## src/rtl/single_irq_gate_pkg.sv

```systemverilog
package single_irq_gate_pkg;
   typedef enum logic {
      PRIO_SET = 1'b0,
      PRIO_CLR = 1'b1
   } flag_prio_e;

   localparam int unsigned DEF_CAUSE_W    = 32;
   localparam int unsigned DEF_CAUSE_CODE = 16;
endpackage

```

## src/rtl/hold_flag.sv

```systemverilog
module hold_flag
   import single_irq_gate_pkg::*;
#(
   parameter flag_prio_e PRIO = PRIO_SET
) (
   input  logic clk,
   input  logic rst,
   input  logic set,
   input  logic clr,
   output logic q
);
   logic q_r;

   generate
      if (PRIO == PRIO_SET) begin : g_set_wins
         always_ff @(posedge clk) begin
            if (rst)      q_r <= 1'b0;
            else if (set) q_r <= 1'b1;
            else if (clr) q_r <= 1'b0;
         end
      end else begin : g_clr_wins
         always_ff @(posedge clk) begin
            if (rst)      q_r <= 1'b0;
            else if (clr) q_r <= 1'b0;
            else if (set) q_r <= 1'b1;
         end
      end
   endgenerate

   assign q = q_r;
endmodule

```

## src/rtl/admit_logic.sv

```systemverilog
module admit_logic (
   input  logic req_lvl,
   input  logic glob_en,
   input  logic exc_pulse,
   input  logic ret_pulse,
   input  logic irq_busy,
   input  logic exc_busy,
   output logic grant,
   output logic ret_strobe
);
   logic idle;

   always_comb begin
      idle       = !irq_busy && !exc_busy;
      grant      = req_lvl && glob_en && idle && !exc_pulse;
      ret_strobe = ret_pulse && irq_busy && !exc_busy;
   end
endmodule

```

## src/rtl/cause_word.sv

```systemverilog
module cause_word #(
   parameter int unsigned W    = 32,
   parameter int unsigned CODE = 16
) (
   output logic [W-1:0] word
);
   localparam int unsigned CODE_W = W - 1;

   generate
      if (W < 2 || W > 32) begin : g_bad_width
         $error("cause_word: width must be 2..32");
      end
      if ((CODE >> CODE_W) != 0) begin : g_bad_code
         $error("cause_word: code does not fit below the interrupt bit");
      end
   endgenerate

   localparam logic [CODE_W-1:0] CODE_V = CODE[CODE_W-1:0];

   assign word = {1'b1, CODE_V};
endmodule

```

## src/rtl/single_irq_gate.sv

```systemverilog
module single_irq_gate
   import single_irq_gate_pkg::*;
#(
   parameter int unsigned CAUSE_W    = DEF_CAUSE_W,
   parameter int unsigned CAUSE_CODE = DEF_CAUSE_CODE
) (
   input  logic               clk,
   input  logic               rst,
   input  logic               exc_pulse,
   input  logic               req_lvl,
   input  logic               ret_pulse,
   input  logic               glob_en,
   output logic               grant_o,
   output logic               irq_ret_o,
   output logic [CAUSE_W-1:0] cause_o
);
   logic irq_busy_q;
   logic exc_busy_q;
   logic grant_w;
   logic strobe_w;

   admit_logic u_admit (
      .req_lvl   (req_lvl),
      .glob_en   (glob_en),
      .exc_pulse (exc_pulse),
      .ret_pulse (ret_pulse),
      .irq_busy  (irq_busy_q),
      .exc_busy  (exc_busy_q),
      .grant     (grant_w),
      .ret_strobe(strobe_w)
   );

   hold_flag #(.PRIO(PRIO_SET)) u_irq_flag (
      .clk(clk), .rst(rst), .set(grant_w), .clr(strobe_w), .q(irq_busy_q)
   );

   hold_flag #(.PRIO(PRIO_SET)) u_exc_flag (
      .clk(clk), .rst(rst), .set(exc_pulse), .clr(ret_pulse), .q(exc_busy_q)
   );

   cause_word #(.W(CAUSE_W), .CODE(CAUSE_CODE)) u_cause (
      .word(cause_o)
   );

   assign grant_o   = grant_w;
   assign irq_ret_o = strobe_w;
endmodule

```

## config.mk

```make
export PLATFORM = sky130hd
export DESIGN_NAME = single_irq_gate
export DESIGN_NICKNAME = d
export VERILOG_FILES = /design/src/rtl/single_irq_gate_pkg.sv /design/src/rtl/hold_flag.sv /design/src/rtl/admit_logic.sv /design/src/rtl/cause_word.sv /design/src/rtl/single_irq_gate.sv
export SDC_FILE = /design/constraint.sdc
export NUM_CORES = 1
export LEC_CHECK = 0
export CORE_UTILIZATION = 26
export CTS_CLUSTER_SIZE = 12
export DETAILED_ROUTE_END_ITERATION = 8
export PLACE_DENSITY = 0.78
export REMOVE_ABC_BUFFERS = 1
export SYNTH_ARGS = -nofsm -noshare
export SYNTH_HDL_FRONTEND = slang
export SYNTH_HIERARCHICAL = 1
export SYNTH_SLANG_ARGS = --single-unit
export TNS_END_PERCENT = 20
```

## constraint.sdc

```tcl
create_clock -name clk -period 0.9 [get_ports clk]
set_input_delay 0.27 -clock clk [delete_from_list [all_inputs] [get_ports clk]]
set_output_delay 0.27 -clock clk [all_outputs]
set_load 0.02 [all_outputs]
```

==> metrics.txt, run 1 <==
global-route total usage across every layer=0.0691; Static Leakage=0.221 nW; Finish-stage setup viols=3; failing checks=setup timing; register area share after synthesis=0.115; DRT Pass-1 Iters=2; CTS tree=done; Clock Latency Late Sink=0.22 ns; Max Cap Viol=0; Synth Cell Area=349 sq um; Req. time, crit path=about 0.63 ns; total die area=1490 sq um; DP Area=324 sq um; GPL Wtd Cong=around 0.63; initial antenna violation count=0; setup ws final=-0.369 ns; Ys Warns=6; status=finished, violations left; clock root buffer=clkbuf_4; Hold Path Class=in2reg; clk slew on worst S/H paths=0.03 ns; Core ar.=1170 sq um; io pins=40; Critical Path Sink Type=output port; Max clock buf depth=2; syn avg cell area=between 7 and 8 sq um; routed wire length=534 um; first-pass GRT wire length=between 600 and 700 um; vias=~220; crit path max fanout=2; clock sink count=2; Sum Neg Setup Slack=-0.812 ns; CP Launch Type=register; Arrival @ worst endpoint=1.00 ns; commonest non-fill, non-tap cell in the layout=conb_1; post-route ant nets=0; Vias/cell=roughly 3.0; Final min period=1.27 ns; Layout Utilization=0.330; Pwr Density=between 1000 and 1500 nW/um^2; kind of critical path=reg2out; HPWL Detailed=approximately 370 um; Synth top area share=0.688; Syn Inst Count=46; H-tree lvl count=1; setup slack, reg-to-reg=-0.14 ns; CTS buffer count=3; Synth cell types=9; Synth Register Bits=2; Core Rows=12; dpl ws=-1.03 ns; PortBufs=7; area of the multi-input gates=roughly 200 sq um; Synth area leaders=buf_4 (69%), dfxtp_1 (11%), a21oi_2 (5.0%); fillers=roughly 130; FMAX=approximately 790 MHz; Final Hold Fails=0; period utilisation layout=1.41; fraction of layout cells with a size suffix above 1=0.310; hold_ws=roughly 0.33 ns; commonest cells after routing, fill and taps aside=conb_1 (32), buf_4 (4), clkbuf_4 (3), dlygate4sd2_1 (3); DR iter-0 viols=1; area added between synthesis and finish=10.8%; Clock Skew=roughly 0.0038 ns; Initial Util=0.298; Antenna diodes=0; finished layout cell area=between 300 and 400 sq um; fin. max-slew vios=0; routed len/inst=approximately 7.4 um; Register Area=45.0 sq um; largest net degree at the start of global routing=3; residual DRC count=0; leading area contributor after synthesis=buf_4; vias in the first global route=about 170; final-stage net count=66; RSZ-0062 raised after global routing=yes; overflow left after global routing=0; Die Span Y=38.6 um; die width=just under 40 um; VDD IR max=slightly above 700 uV
-- area by class of cell --
| cell class | instances | area share |
|---|---|---|
| sequential | 2 | 0.117 |
| inverter | 2 | 0.0194 |
| clock buffer | 3 | 0.0583 |
| tap | 14 | 0.0453 |
| multi-input combinational | 40 | 0.518 |
| timing repair buffer | 11 | 0.243 |
-- registers in the layout, indices dropped and copies added, names as in the netlist --
signal        flops
u_exc_flag/q      1
u_irq_flag/q      1
-- final timing paths --
check | startpoint | end | depth (start not counted)
max | u_exc_flag/q$_SDFFE_PP0P_ | grant_o | 2
min | exc_pulse | u_exc_flag/q$_SDFFE_PP0P_ | 3
max reg2reg | u_exc_flag/q$_SDFFE_PP0P_ | u_irq_flag/q$_SDFFE_PP0P_ | 5
min reg2reg | u_irq_flag/q$_SDFFE_PP0P_ | u_irq_flag/q$_SDFFE_PP0P_ | 3
-- per-stage QoR --
| step | std cells | power [mW] |
|---|---|---|
| 5_1_grt | 72 | 0.510 |
| 6_report | 72 | 0.481 |
| 3_5_place_dp | 67 | 0.270 |
| 4_1_cts | 71 | 0.485 |
| 3_3_place_gp | 67 | 0.269 |
| 2_1_floorplan | 44 | 0.231 |
-- report_power, final --
part           internal, mW  switching, mW
Sequential           0.0938        0.00553
Clock                 0.147         0.0492
Combinational        0.0374          0.148
Total                 0.278          0.203
-- Yosys cell counts (all sizes together) --
| cell type | count |
|---|---|
| inv | 2 |
| nand2 | 2 |
| buf | 32 |
| dfxtp | 2 |
| nor4 | 1 |
| nor2 | 1 |
| conb | 2 |
| nand2b | 2 |
| a21oi | 2 |
-- cell families (layout without fill, tap and decap cells) --
logic type             count (synthesis)  in the layout  share of synthesized area
AO/OA/AOI/OAI                          2              2                     0.0502
buffers and inverters                 34             16                      0.710
flip-flops                             2              2                      0.115
other                                  2             32                     0.0215
AND/OR/NAND/NOR                        6              6                      0.104
-- layer usage --
| metal | routed length [um] | global-route usage | up-vias |
|---|---|---|---|
| li1 | - | - | 100 |
| met1 | 151 | 0.0552 | 98 |
| met2 | 347 | 0.138 | 17 |
| met3 | 35 | 0 | 0 |
| met4 | 0 | 0.0776 | 0 |
| met5 | 0 | 0 | - |
-- critical path: stages, from the launching register on --
cell and delay, ns:
dfxtp_2 0.32, nor4_4 0.26, buf_4 0.19
-- repair_timing --
item | CTS | global route
hold buffers | 0 | 0
setup buffers | 1 | 1
pin swaps | 3 | 2
endpoints found under the setup margin | 3 | 3
resized for setup | 19 | 9
Power figures use the tool's default switching activity.
==> run 2, diff against run 1 <==
--- a/config.mk
+++ b/config.mk
@@ -5,7 +5,8 @@
 export SDC_FILE = /design/constraint.sdc
 export NUM_CORES = 1
 export LEC_CHECK = 0
-export CORE_UTILIZATION = 26
+export ABC_AREA = 1
+export CORE_UTILIZATION = 27
 export CTS_CLUSTER_SIZE = 12
 export DETAILED_ROUTE_END_ITERATION = 8
 export PLACE_DENSITY = 0.78
==> metrics.txt, run 2 <==
Static Leakage=0.235 nW; fraction of layout cells with a size suffix above 1=0.328; DRT Pass-1 Iters=1; hold path startpoint=exc_pulse; vias in the first global route=around 170; Synth top area share=0.655; Max Cap Viol=0; Sum Neg Setup Slack=-0.716 ns; Finish-stage setup viols=3; final-stage net count=72; routed wire length=roughly 500 um; status=finished, violations left; Synth cell types=9; HPWL Detailed=about 370 um; initial antenna violation count=0; fin. max-slew vios=0; Post-synth ARST share=0; CTS buffer count=3; area added between synthesis and finish=11.6%; CTS tree=done; Pwr Density=between 1000 and 1500 nW/um^2; Synth area leaders=buf_4 (66%), dfxtp_1 (11%), inv_1 (7.2%); Antenna diodes=0; crit path max fanout=3; register area share after synthesis=0.109; Synth Register Bits=2; Core Rows=12; kind of critical path=reg2out; CP Launch Type=register; Ys Warns=6; clk slew on worst S/H paths=roughly 0.030 ns; Clock Latency Late Sink=~0.22 ns; crit path from=u_exc_flag/q$_SDFFE_PP0P_; largest net degree at the start of global routing=4; leading area contributor after synthesis=buf_4; Arrival @ worst endpoint=0.89 ns; commonest cells after routing, fill and taps aside=conb_1 (32), buf_6 (5), inv_1 (4); CTS Hold Bufs=0; Synth Cell Area=367 sq um; global-route total usage across every layer=0.0675; number of enable flip-flop cells after synthesis=0; Req. time, crit path=approximately 0.63 ns; Max clock buf depth=2; Core ar.=approximately 1200 sq um; Clock Skew=~0.0034 ns; Hold Path Class=in2reg; setup ws final=-0.265 ns; overflow left after global routing=0; RSZ-0062 raised after global routing=yes; vias=around 230; GPL Wtd Cong=approximately 0.45; residual DRC count=0; first-pass GRT wire length=roughly 580 um; Vias/cell=2.99; routed len/inst=about 6.3 um; syn avg cell area=slightly above 7 sq um; Syn Inst Count=52; clock sink count=2; ys flop type=dfxtp_1; FMAX=about 860 MHz; reg2reg start=u_exc_flag/q$_SDFFE_PP0P_; commonest non-fill, non-tap cell in the layout=conb_1; Layout Utilization=0.345; PortBufs=7; Final Hold Fails=0; failing checks=setup timing; cell with the most instances after synthesis=buf_4; clock root buffer=clkbuf_4; period utilisation layout=1.29; Initial Util=0.309; DR iter-0 viols=0; VDD IR max=roughly 320 uV; H-tree lvl count=1; Final min period=~1.2 ns; post-route ant nets=0; Die Span Y=around 40 um; io pins=40; die width=slightly below 40 um; Post-synth top cells=buf_4 (32), inv_1 (7), nand2_1 (4); Critical Path Sink Type=output port; total die area=roughly 1500 sq um
==> run 2: cell types whose count changed after synthesis, sizes merged <==
cell,before,now
inv,2,7
nand2,2,4
nand2b,2,0
nand3,0,1
nor2,1,2
nor4,1,0
==> run 2: final cells by class <==
class | count | area, sq um
clock buffers | 3 | 22.5
fillers | 142 | 777
inverters | 7 | 26.3
multi-input cells | 41 | 190
flip-flops and latches | 2 | 42.5
well taps | 14 | 17.5
repair buffers | 11 | 110
==> run 2: what timing repair did <==
item | 4_1_cts | 5_1_grt
pin swaps | 5 | 2
endpoints found under the setup margin | 3 | 3
gates resized for setup | 26 | 4
endpoints found under the hold margin | 0 | 0
buffers inserted | 3 | 0
==> run 2: cell families (layout without fill, tap and decap cells) <==
family,count (synthesis),count (layout),share of synthesized area
and+or+nand+nor,7,7,0.0956
buffers and inverters,39,21,0.727
DFF,2,2,0.109
other,2,32,0.0205
AOI/OAI and AO/OA,2,2,0.0478
==> run 2: critical path, stage by stage (launching register included) <==
cell	delay, ns
dfxtp_2	0.33
inv_2	0.05
nand3_2	0.07
nor2_4	0.10
buf_6	0.12
==> run 2: per-layer routing <==
layer  global-route usage  share of wire
met3               0.0347           0.15
met1               0.0441           0.22
met2                0.121           0.63
met4               0.0776              0
met5                    0              0
==> run 2: report_power, final <==
group	total (mW)	leakage (nW)	internal [mW]	switching, mW
clock network	0.194	0.0138	0.147	0.0471
logic	0.187	0.204	0.0393	0.148
registers	0.102	0.0172	0.0956	0.00624
total	0.483	0.235	0.282	0.201
==> run 2: final timing paths <==
path | slack (ns) | cells past startpoint | to
hold reg to reg | 0.50 | 2 | u_exc_flag/q$_SDFFE_PP0P_
hold / removal | 0.39 | 3 | u_exc_flag/q$_SDFFE_PP0P_
setup / recovery | -0.26 | 4 | grant_o
setup reg to reg | -0.23 | 9 | u_irq_flag/q$_SDFFE_PP0P_
==> run 2: through the flow <==
step / area (sq um) / std cells / hold slack, ns / total power [mW] / setup WS, ns
2_1_floorplan: 239 / 50 / 0.332 / 0.236 / -0.0873
3_3_place_gp: 334 / 72 / 0.482 / 0.269 / -0.894
3_5_place_dp: 334 / 72 / 0.483 / 0.271 / -0.924
4_1_cts: 397 / 78 / 0.382 / 0.489 / -0.291
5_1_grt: 409 / 78 / 0.421 / 0.520 / -0.312
6_report: 409 / 78 / 0.392 / 0.483 / -0.265
==> run 3, diff against run 2 <==
--- a/config.mk
+++ b/config.mk
@@ -6,11 +6,11 @@
 export NUM_CORES = 1
 export LEC_CHECK = 0
 export ABC_AREA = 1
-export CORE_UTILIZATION = 27
+export CORE_AREA = 2 2 39 41
 export CTS_CLUSTER_SIZE = 12
 export DETAILED_ROUTE_END_ITERATION = 8
-export PLACE_DENSITY = 0.78
-export REMOVE_ABC_BUFFERS = 1
+export DIE_AREA = 0 0 41 43
+export PLACE_DENSITY = 0.8
 export SYNTH_ARGS = -nofsm -noshare
 export SYNTH_HDL_FRONTEND = slang
 export SYNTH_HIERARCHICAL = 1
==> constraint.sdc (replaced) <==
create_clock -name clk -period 1.35 [get_ports clk]
set_input_delay 0.405 -clock clk [delete_from_list [all_inputs] [get_ports clk]]
set_output_delay 0.405 -clock clk [all_outputs]
set_load 0.02 [all_outputs]
==> metrics.txt, run 3 (same netlist as run 2, synthesis figures left out) <==
global-route total usage across every layer=0.0641; routed wire length=about 580 um; Core ar.=about 1400 sq um; Max clock buf depth=2; initial antenna violation count=0; PnR Total Power=between 0.3 and 0.4 mW; largest net degree at the start of global routing=4; clock network power share=0.400; reg2reg start=u_exc_flag/q$_SDFFE_PP0P_; Final Hold Fails=0; CP Launch Type=register; post-route ant nets=0; clock root buffer=clkbuf_4; clock sink count=2; switching pwr=0.138 mW; Vias/cell=a little under 3; VDD IR max=between 300 and 400 uV; finished layout cell area=about 410 sq um; Req. time, crit path=between 0.9 and 1 ns; Seq pwr share=0.204; Antenna diodes=0; Register Area=between 40 and 50 sq um; fin. max-slew vios=0; routed len/inst=about 7.1 um; WHS Endpoint=u_exc_flag/q$_SDFFE_PP0P_; commonest non-fill, non-tap cell in the layout=conb_1; HPWL Detailed=348 um; setup ws final=~0.025 ns; Initial Util=0.265; area of the multi-input gates=188 sq um; combinational power share=0.395; Finish-stage setup viols=0; kind of critical path=reg2out; CTS tree=done; RSZ-0062 raised after global routing=yes; first-pass GRT wire length=~670 um; Clock Skew=0.00209 ns; setup slack, reg-to-reg=0.04 ns; Critical Path Sink Type=output port; final-stage net count=74; PortBufs=7; GPL Wtd Cong=between 0.7 and 0.8; H-tree lvl count=1; overflow left after global routing=0; CTS Hold Bufs=0; hold_ws=about 0.47 ns; Int Pwr=about 0.19 mW; io pins=40; status=completed; FMAX=roughly 750 MHz; Core Rows=14; area added between synthesis and finish=12.3%; Switching Fraction=0.421; Max Cap Viol=0; DRT Pass-1 Iters=3; period utilisation layout=0.982; DR iter-0 viols=2; Hold Crit Depth=3; residual DRC count=0; dpl ws=-0.738 ns; commonest cells after routing, fill and taps aside=conb_1 (32), buf_4 (6), inv_2 (4); Die Span Y=roughly 43 um; Static Leakage=between 0.2 and 0.25 nW; Clock Latency Late Sink=roughly 0.22 ns; vias in the first global route=190; Arrival @ worst endpoint=roughly 0.92 ns; Crit Reg-Reg Endpoint=u_irq_flag/q$_SDFFE_PP0P_; vias=around 240; fraction of layout cells with a size suffix above 1=0.364; Final min period=roughly 1.3 ns; total die area=about 1800 sq um; Pwr Density=slightly below 800 nW/um^2; crit path max fanout=3; DP Area=approximately 330 sq um; fillers=166; CTS buffer count=3; Hold Path Class=in2reg; die width=about 41 um; hold path startpoint=exc_pulse; clk slew on worst S/H paths=around 0.030 ns; length in cells of the worst reg-to-reg path=10
-- run 3: cell types whose count changed in the layout (fill, tap and decap cells not counted) --
cell | before | now
inv_1 | 4 | 3
nand2_1 | 2 | 3
buf_2 | 0 | 1
dlygate4sd2_1 | 3 | 0
buf_6 | 5 | 2
inv_2 | 3 | 4
clkdlybuf4s15_1 | 1 | 3
buf_4 | 1 | 6
nand2_2 | 2 | 1
-- run 3: metrics by stage --
| step | utilization | TNS [ns] | instances |
|---|---|---|---|
| after floorplan | - | 0 | 82 |
| after global placement | 0.238 | -1.45 | 73 |
| after detailed placement | 0.238 | -1.46 | 73 |
| after CTS | 0.276 | 0 | 81 |
| after global routing | 0.297 | -0.0307 | 82 |
| final | 0.297 | 0 | 82 |
-- run 3: critical path: stages (launching register included) --
cell	delay, ns
dfxtp_2	0.32
buf_4	0.14
nor2_4	0.11
buf_6	0.12
-- run 3: power by group through the flow --
stage	registers, mW	logic, mW	clock network (mW)
finish	0.0669	0.130	0.131
global route	0.0673	0.141	0.155
CTS	0.0652	0.117	0.141
detailed placement	0.0660	0.113	0
global placement	0.0659	0.112	0
floorplan	0.0656	0.163	0
-- run 3: how the worst max path moves through the flow --
stage / endpoint / slack (ns) / start / cells past startpoint
2_1_floorplan: irq_ret_o / 0.20 / ret_pulse / 2
3_3_place_gp: grant_o / -0.73 / exc_pulse / 5
3_5_place_dp: irq_ret_o / -0.74 / ret_pulse / 4
4_1_cts: grant_o / 0.0002 / u_exc_flag/q$_SDFFE_PP0P_ / 4
5_1_grt: irq_ret_o / -0.02 / u_exc_flag/q$_SDFFE_PP0P_ / 3
6_report: irq_ret_o / 0.02 / u_exc_flag/q$_SDFFE_PP0P_ / 3
-- run 3: timing repair --
item	CTS	global route
pin swaps	4	4
setup buffers	5	1
endpoints found under the setup margin	2	3
resized for setup	21	11
-- run 3: routing by layer --
layer,track usage,up-vias,part of all wire
met1,0.0447,113,0.18
met4,0.0867,0,0
met2,0.0969,15,0.74
met5,0,-,0
li1,-,114,-
met3,0.0314,0,0.083
-- run 3: area by class of cell --
type | instances | area share
Multi-Input combinational cell | 41 | 0.456
Timing Repair Buffer | 13 | 0.274
Sequential cell | 2 | 0.103
Inverter | 7 | 0.0638
Clock buffer | 3 | 0.0547
Tap cell | 16 | 0.0486
